## src/rtl/io_port_pkg.sv

```systemverilog
package io_port_pkg;

  typedef enum logic [1:0] {
    DEC_FULL    = 2'd0,
    DEC_DUAL    = 2'd1,
    DEC_PARTIAL = 2'd2
  } dec_mode_e;

endpackage

```

## src/rtl/io_bus_sync.sv

```systemverilog
module io_bus_sync #(
  parameter int              W       = 8,
  parameter logic [W-1:0]    RST_VAL = '0
) (
  input  logic         clk,
  input  logic         rst,
  input  logic [W-1:0] d,
  output logic [W-1:0] q
);

  logic [W-1:0] stage1;

  always_ff @(posedge clk) begin
    if (rst) begin
      stage1 <= RST_VAL;
      q      <= RST_VAL;
    end else begin
      stage1 <= d;
      q      <= stage1;
    end
  end

endmodule

```

## src/rtl/io_addr_match.sv

```systemverilog
module io_addr_match
  import io_port_pkg::*;
#(
  parameter int              AW   = 16,
  parameter dec_mode_e       MODE = DEC_FULL,
  parameter logic [AW-1:0]   PORT = '0,
  parameter logic [AW-1:0]   ALT  = '0,
  parameter logic [AW-1:0]   MASK = '1
) (
  input  logic [AW-1:0] addr,
  output logic          hit
);

  generate
    case (MODE)
      DEC_FULL: begin : g_full
        assign hit = (addr == PORT);
      end
      DEC_DUAL: begin : g_dual
        assign hit = (addr == PORT) || (addr == ALT);
      end
      default: begin : g_partial
        assign hit = (((addr ^ PORT) & MASK) == '0);
      end
    endcase
  endgenerate

endmodule

```

## src/rtl/io_dac_reg.sv

```systemverilog
module io_dac_reg #(
  parameter int            DW        = 8,
  parameter logic [DW-1:0] RST_LEVEL = 8'h80
) (
  input  logic          clk,
  input  logic          rst,
  input  logic          sel,
  input  logic [DW-1:0] wdata,
  output logic          sel_q,
  output logic [DW-1:0] dac
);

  logic [DW-1:0] held;

  always_ff @(posedge clk) begin
    if (rst) begin
      sel_q <= 1'b0;
      held  <= RST_LEVEL;
      dac   <= RST_LEVEL;
    end else begin
      sel_q <= sel;
      if (sel) held <= wdata;
      if (sel_q && !sel) dac <= held;
    end
  end

  AST_RESET_MIDSCALE: assert property (@(posedge clk)
    $past(rst) |-> dac == RST_LEVEL);

  AST_HOLD_WITHOUT_SELECT: assert property (@(posedge clk) disable iff (rst)
    !sel_q |=> $stable(dac));

endmodule

```

## src/rtl/io_read_drv.sv

```systemverilog
module io_read_drv #(
  parameter int DW = 8
) (
  input  logic          clk,
  input  logic          rst,
  input  logic          hit_s,
  input  logic [DW-1:0] src_s,
  input  logic          iorq_raw_n,
  input  logic          rd_raw_n,
  output logic          oe,
  output logic [DW-1:0] dout
);

  logic          armed;
  logic [DW-1:0] val_q;

  always_ff @(posedge clk) begin
    if (rst) begin
      armed <= 1'b0;
      val_q <= '0;
    end else begin
      armed <= hit_s;
      val_q <= hit_s ? src_s : '0;
    end
  end

  assign oe   = armed & ~iorq_raw_n & ~rd_raw_n;
  assign dout = oe ? val_q : '0;

endmodule

```

## src/rtl/io_port_dac_latch.sv

```systemverilog
module io_port_dac_latch
  import io_port_pkg::*;
#(
  parameter int              AW        = 16,
  parameter int              DW        = 8,
  parameter dec_mode_e       WR_MODE   = DEC_PARTIAL,
  parameter logic [AW-1:0]   WR_PORT   = 16'h00FB,
  parameter logic [AW-1:0]   WR_ALT    = 16'h00DD,
  parameter logic [AW-1:0]   WR_MASK   = 16'h0004,
  parameter dec_mode_e       RD_MODE   = DEC_FULL,
  parameter logic [AW-1:0]   RD_PORT   = 16'h001F,
  parameter logic [AW-1:0]   RD_MASK   = 16'hFFFF,
  parameter logic [DW-1:0]   RST_LEVEL = 8'h80
) (
  input  logic          clk,
  input  logic          rst,
  input  logic [AW-1:0] addr,
  input  logic          iorq_n,
  input  logic          mreq_n,
  input  logic          rd_n,
  input  logic          wr_n,
  input  logic [DW-1:0] data_in,
  input  logic [DW-1:0] rd_src,
  output logic [DW-1:0] data_out,
  output logic          data_oe,
  output logic [DW-1:0] dac_out
);

  localparam int SW = 4 + AW + 2 * DW;
  localparam logic [SW-1:0] SYNC_RST = {4'b1111, {(AW + 2 * DW){1'b0}}};

  logic [SW-1:0] bus_raw, bus_s;
  logic          mreq_s, iorq_s, rd_s, wr_s;
  logic [AW-1:0] addr_s;
  logic [DW-1:0] wdata_s, src_s;
  logic          wr_hit, rd_hit;
  logic          wr_sel, rd_sel, wr_sel_q;

  assign bus_raw = {mreq_n, iorq_n, rd_n, wr_n, addr, data_in, rd_src};

  io_bus_sync #(.W(SW), .RST_VAL(SYNC_RST)) u_sync (
    .clk (clk),
    .rst (rst),
    .d   (bus_raw),
    .q   (bus_s)
  );

  assign {mreq_s, iorq_s, rd_s, wr_s, addr_s, wdata_s, src_s} = bus_s;

  io_addr_match #(.AW(AW), .MODE(WR_MODE), .PORT(WR_PORT), .ALT(WR_ALT),
                  .MASK(WR_MASK)) u_wr_match (
    .addr (addr_s),
    .hit  (wr_hit)
  );

  io_addr_match #(.AW(AW), .MODE(RD_MODE), .PORT(RD_PORT), .ALT(RD_PORT),
                  .MASK(RD_MASK)) u_rd_match (
    .addr (addr_s),
    .hit  (rd_hit)
  );

  assign wr_sel = wr_hit & ~iorq_s & ~wr_s & mreq_s;
  assign rd_sel = rd_hit & ~iorq_s & ~rd_s & mreq_s;

  io_dac_reg #(.DW(DW), .RST_LEVEL(RST_LEVEL)) u_dac (
    .clk   (clk),
    .rst   (rst),
    .sel   (wr_sel),
    .wdata (wdata_s),
    .sel_q (wr_sel_q),
    .dac   (dac_out)
  );

  io_read_drv #(.DW(DW)) u_rd (
    .clk        (clk),
    .rst        (rst),
    .hit_s      (rd_sel),
    .src_s      (src_s),
    .iorq_raw_n (iorq_n),
    .rd_raw_n   (rd_n),
    .oe         (data_oe),
    .dout       (data_out)
  );

  AST_MREQ_NO_UPDATE: assert property (@(posedge clk) disable iff (rst)
    !mreq_s |=> ##1 $stable(dac_out));

  AST_OE_AFTER_READ: assert property (@(posedge clk) disable iff (rst)
    data_oe |-> $past(!iorq_s && !rd_s));

  AST_CAPTURE_NEEDS_WRITE: assert property (@(posedge clk) disable iff (rst)
    !$stable(dac_out) |-> $past(wr_sel_q));

endmodule

```

## config.mk

```make
export PLATFORM = sky130hd
export DESIGN_NAME = io_port_dac_latch
export DESIGN_NICKNAME = d
export VERILOG_FILES = /design/src/rtl/io_port_pkg.sv /design/src/rtl/io_bus_sync.sv /design/src/rtl/io_addr_match.sv /design/src/rtl/io_dac_reg.sv /design/src/rtl/io_read_drv.sv /design/src/rtl/io_port_dac_latch.sv
export SDC_FILE = /design/constraint.sdc
export NUM_CORES = 1
export LEC_CHECK = 0
export BUFFER_PORTS_ARGS = -buffer_cell sky130_fd_sc_hd__buf_4
export CORE_ASPECT_RATIO = 1.75
export CORE_MARGIN = 5
export CORE_UTILIZATION = 58
export DETAILED_ROUTE_END_ITERATION = 10
export GPL_ROUTABILITY_DRIVEN = 0
export PLACE_DENSITY_LB_ADDON = 0.08
export SETUP_SLACK_MARGIN = 0.1
export SYNTH_ARGS = -nofsm -noshare
export SYNTH_HDL_FRONTEND = slang
export SYNTH_HIERARCHICAL = 1
export SYNTH_SLANG_ARGS = --single-unit
```

## constraint.sdc

```tcl
create_clock -name clk -period 3.1 [get_ports clk]
set_input_delay 0.62 -clock clk [delete_from_list [all_inputs] [get_ports clk]]
set_output_delay 0.62 -clock clk [all_outputs]
set_load 0.1 [all_outputs]
```

==> impl_metrics.toml, run 1 <==
[synth]
ys_ff_latch = 98
syn-cell-area_um2 = 3070
yosysSeqAreaShare_pct = 63.8
avgSynthCellArea_um2 = 12.3
synth_flop_cell = "dfxtp_1"
syn_nets = 288
synth_most_common_cell = "dfxtp_1"
syn_inst = 250
synth.largest_area_cell = "dfxtp_1"
yosys_warnings = 6
synth_common_cells = "dfxtp_1 (98), nor2b_1 (67), and4bb_2 (10)"
synth-edff-count = 0
yosysUniqueCellTypes = 20
synth_top_area_share_pct = 63.8
synthTopCellsByArea = "dfxtp_1 (64%), nor2b_1 (14%), and4bb_2 (4.1%)"
async_flop_share_pct = 0

[floorplan]
core_um2 = 5210
die_x_um = 65.0
start_util_pct = 59.0
die_h_um = 106
rows = 35
num_io_pins = 55
dieArea_um2 = 6910

[clock_network]
cts_setup_buffers = 0
cts_inserted_buffers = 9
clk_latency_ns = 0.35
cts_buffer_depth = 2
clockRootBuffer = "clkbuf_8"
cts_tree = "yes"
cts-resized-gates = 0
cts_sinks = 98
htreeDepth = 3
cts_hold_buf = 0
clk_pin_slew_worst_paths_ns = 0.09

[layout]
design_area_um2 = 3670
n_antenna_cell = 0
areaGrowthSynthToFinish_pct = 19.3
drive_above_1_share_pct = 27.6
num-nets-final = 341

[pwr]
p_per_area_nw_per_um2 = 592
leakagePower_nw = 1.51
ir_drop_v = 0.000419

[sta]
slew_violations = 0
rsz0062_at_grt = "false"
fin_crit_sh_pct = 63.0
slew-limit-headroom_pct = 40.8
period_needed_ns = 1.95
fin_setup_tns_ns = 0
worst_slew_pin_slew_ns = 0.887
setup_violations = 0
hold_viol_final = 0
fmax_mhz = 512
clock-skew-final_ns = 0.00908
fin_ws_ns = 1.15

[setup_path]
cp-endpoint = "data_out[4]"
regToRegSetupSlack_ns = 1.56
slowest_stage = "and4bb_2"
worst_setup_path_start_kind = "primary input"
cp_common_cell = "buf_4"
r2r-start = "u_sync/q[18]"
cp-startpoint = "rd_n"
max_stage_delay_ns = 0.29
criticalPathCategory = "primary input to output pin"
crit_chain = "buf_4 -> and4bb_2 -> buf_4"
r2r-end = "u_dac/dac[7]"
critPathArrivalTime_ns = 1.33
worstSetupEndpointType = "output pin"
rr_worst_depth = 4
cp_max_fo = 10
cp_data_required_time_ns = 2.48

[global_route]
antenna_found_initial = 0
grt_pass1_vias = 1694
track_usage_pct = 13.2
grt_pass1_wl_um = 7020
grt_max_degree = 107
grt_overflow_total = 0

[status]
outcome = "finished, final reports clean"

[drt]
vias_per_cell = 4.79
drtIter0Drc = 31
num_vias = 1739
drt-total-wl_um = 4090
drc = 0
wl_per_cell_um = 11.3
dr.pass1.iters = 4
ant_nets = 0

[place]
place_area_um2 = 3470
dp_slack_ns = 1.14
dpl.hpwl_um = 2760
portBuffers = 54

[hold_path]
holdPathStages = 1
hold_class = "flip-flop to flip-flop"

[job]
maxCapViolations = 0
## layout by cell type, fill, tap and decap left out, types with 8 or more instances in the layout
cell type,netlist,layout
nor2b_1,67,67
buf_4,2,54
nor2_1,9,9
and4bb_2,10,10
dfxtp_1,98,98
and3b_1,8,8
mux2i_1,8,8
or2_1,8,8
clkbuf_8,0,11
## worst max-delay path, delay by kind of cell
kind,cells,cell delay (ns)
buf+inv,2,0.42
simple gates,1,0.29
## per-layer routing
layer	vias up	wire, um	global-route usage, %
li1	925	-	-
met1	758	1730	14.3
met2	50	1990	22.2
met3	6	295	4.76
met4	0	69	6.68
met5	-	0	0
## where the power goes
part | switching (W) | internal (W) | total [W]
Combinational | 0.0000335 | 0.0000604 | 0.0000939
Sequential | 0.00000980 | 0.00130 | 0.00131
Clock | 0.000417 | 0.000348 | 0.000765
## per-stage QoR
step	util, %	total power, W	hold slack (ns)	std cells
detailed placement	66.6	0.00144	0.392	347
global route	70.3	0.00227	0.432	363
finish	70.3	0.00217	0.411	363
global placement	66.6	0.00143	0.385	347
CTS	70.3	0.00220	0.418	363
floorplan	-	0.00139	0.383	250
## worst min-delay path by stage
stage | end | startpoint
3_5_place_dp | u_sync/q[35] | u_sync/stage1[35]
6_report | u_sync/q[35] | u_sync/stage1[35]
5_1_grt | u_sync/stage1[32] | wr_n
3_3_place_gp | u_sync/q[35] | u_sync/stage1[35]
4_1_cts | u_sync/q[35] | u_sync/stage1[35]
2_1_floorplan | u_sync/q[32] | u_sync/stage1[32]
## registers in the layout (all words and copies together), names as in the netlist
register       count
u_dac/sel_q        1
u_dac/held         8
u_dac/dac          8
u_rd/armed         1
u_rd/val_q         8
u_sync/stage1     36
u_sync/q          36
## layout make-up
class | instances | area (um^2)
Clock buffer | 11 | 151
Multi-Input combinational cell | 139 | 1030
Tap cell | 55 | 68.8
Fill cell | 417 | 1550
Sequential cell | 98 | 1960
Inverter | 1 | 3.75
Timing Repair Buffer | 54 | 405
Clock inverter | 5 | 45.0
## cell families after synthesis
kind of cell | Yosys count | share of synthesized area (%)
and+or+nand+nor | 123 | 29.3
DFF | 98 | 63.8
buffers and inverters | 13 | 2.85
AOI/OAI and AO/OA | 8 | 1.42
muxes | 8 | 2.60
Note: power is estimated with default switching activity, not from simulation.
==> inputs of run 2 (changes only) <==
--- a/config.mk
+++ b/config.mk
@@ -5,10 +5,11 @@
 export SDC_FILE = /design/constraint.sdc
 export NUM_CORES = 1
 export LEC_CHECK = 0
+export ABC_AREA = 1
 export BUFFER_PORTS_ARGS = -buffer_cell sky130_fd_sc_hd__buf_4
 export CORE_ASPECT_RATIO = 1.75
 export CORE_MARGIN = 5
-export CORE_UTILIZATION = 58
+export CORE_UTILIZATION = 49
 export DETAILED_ROUTE_END_ITERATION = 10
 export GPL_ROUTABILITY_DRIVEN = 0
 export PLACE_DENSITY_LB_ADDON = 0.08
==> constraint.sdc (replaced) <==
create_clock -name clk -period 1.75 [get_ports clk]
set_input_delay 0.35 -clock clk [delete_from_list [all_inputs] [get_ports clk]]
set_output_delay 0.35 -clock clk [all_outputs]
set_load 0.1 [all_outputs]
==> impl_metrics.toml, run 2 <==
[status]
outcome = "finished, final reports clean"

[synth]
avgSynthCellArea_um2 = 8.17
syn-cell-area_um2 = 3190
syn_nets = 429
synthTopCellsByArea = "dfxtp_1 (61%), inv_1 (13%), nor2_1 (13%)"
yosysSeqAreaShare_pct = 61.4
synth-edff-count = 0
async_flop_share_pct = 0
syn_inst = 391
yosys_warnings = 6
synth_most_common_cell = "inv_1"
yosysUniqueCellTypes = 16
synth_common_cells = "inv_1 (112), nor2_1 (108), dfxtp_1 (98)"
synth_top_area_share_pct = 61.4
ys_ff_latch = 98
synth.largest_area_cell = "dfxtp_1"
synth_flop_cell = "dfxtp_1"

[pwr]
p_total_w = 0.00425
pwr-share-seq_pct = 54.9
p_int_w = 0.00340
p_clk_share_pct = 40.4
p_switching_w = 0.000843
ir_drop_v = 0.000913
p_comb_share_pct = 4.7
switching_share_pct = 19.8
leakagePower_nw = 1.99
p_per_area_nw_per_um2 = 1060

[place]
portBuffers = 54
dpl.hpwl_um = 3120
dp.cells = 520
dp_slack_ns = 0.186

[global_route]
antenna_found_initial = 0
grt_pass1_vias = 1909
track_usage_pct = 11.9
grt_pass1_wl_um = 7670
grt_overflow_total = 0
grt_max_degree = 37

[drt]
drtIter0Drc = 79
wl_per_cell_um = 8.25
dr.pass1.iters = 4
drc = 0
drt-total-wl_um = 4420
num_vias = 2165
ant_nets = 0
vias_per_cell = 4.04

[layout]
stdcell_count = 536
areaGrowthSynthToFinish_pct = 24.9
final_cell_mix = "inv_1 (112), nor2_1 (100), dfxtp_1 (98)"
top_regs = "u_sync/q: 36 flops, u_sync/stage1: 36 flops"
drive_above_1_share_pct = 20.5
final_core_util_pct = 61.9
n_antenna_cell = 0
final_common_cell = "inv_1"
num-nets-final = 487

[floorplan]
die_h_um = 117
start_util_pct = 49.6
core_um2 = 6440
num_io_pins = 55
die_x_um = 71.0
rows = 39
dieArea_um2 = 8300

[sta]
fin_ws_ns = 0.182
rsz0062_at_grt = "true"
fin_setup_tns_ns = 0
setup_violations = 0
period_needed_ns = 1.57
slew-limit-headroom_pct = 72.3
slew_violations = 0
worst_slew_pin_slew_ns = 0.415
hold_viol_final = 0
fin_crit_sh_pct = 89.6
fmax_mhz = 638
clock-skew-final_ns = 0.00504

[hold_path]
hold_class = "primary input to flip-flop"

[clock_network]
cts_inserted_buffers = 9
cts_hold_buf = 0
htreeDepth = 3
clk_latency_ns = 0.33
clk_pin_slew_worst_paths_ns = 0.06
cts_tree = "yes"
cts_sinks = 98
cts_buffer_depth = 2
clockRootBuffer = "clkbuf_16"

[setup_path]
cp_max_fo = 9
worstSetupEndpointType = "output pin"
criticalPathCategory = "flip-flop to output pin"
cp_data_required_time_ns = 1.40
critPathArrivalTime_ns = 1.22
worst_setup_path_start_kind = "flip-flop"

[job]
maxCapViolations = 0
-- run 2: final cells by class --
class                      instances  area [um^2]
clock inverter                     3         15.0
timing repair buffer              56          492
fill                             608         2450
tap                               82          103
sequential                        98         1960
multi-input combinational        168          723
clock buffer                      13          250
inverter                         116          445
-- run 2: per-stage QoR --
step / area [um^2] / hold slack (ns)
final: 3990 / 0.198
after global routing: 3990 / 0.196
after CTS: 3960 / 0.186
after detailed placement: 3660 / 0.394
after global placement: 3660 / 0.389
after floorplan: 3210 / 0.380
-- run 2: worst paths after layout --
| kind | start | to | cells after the start | slack, ns |
|---|---|---|---|---|
| worst max-delay path | u_rd/armed | data_oe | 3 | 0.18 |
| worst min-delay path | mreq_n | u_sync/stage1[35] | 3 | 0.20 |
| worst max register to register | u_sync/q[21] | u_rd/val_q[3] | 11 | 0.56 |
| worst min register to register | u_sync/stage1[14] | u_sync/q[14] | 2 | 0.39 |
-- run 2: metal layers --
metal,vias up,track usage [%],part of all wire [%]
li1,1186,-,-
met1,931,11.9,39
met2,41,21.0,53
met3,7,4.53,5.7
met4,0,6.78,1.9
met5,-,0,0
-- run 2: kinds of logic after synthesis --
family / synth area share [%]
simple gates: 20.7
flops: 61.4
compound gates: 1.10
buf+inv: 16.8
-- run 2: repair_timing --
item / in CTS / in global routing
pin swaps: 0 / 0
gates resized for setup: 9 / 7
buffers inserted: 0 / 0
setup endpoints to repair: 9 / 5
-- run 2: critical path, cell delays in order, from the launching register on --
cell,delay [ns]
dfxtp_1,0.36
nand3_4,0.16
inv_1,0.08
buf_4,0.28
-- run 2: power by group through the flow --
stage	Combinational [W]	Sequential [W]	Clock (W)
6_report	0.000201	0.00233	0.00171
5_1_grt	0.000234	0.00234	0.00187
4_1_cts	0.000207	0.00233	0.00178
3_5_place_dp	0.000204	0.00238	0
3_3_place_gp	0.000199	0.00238	0
2_1_floorplan	0.000120	0.00238	0
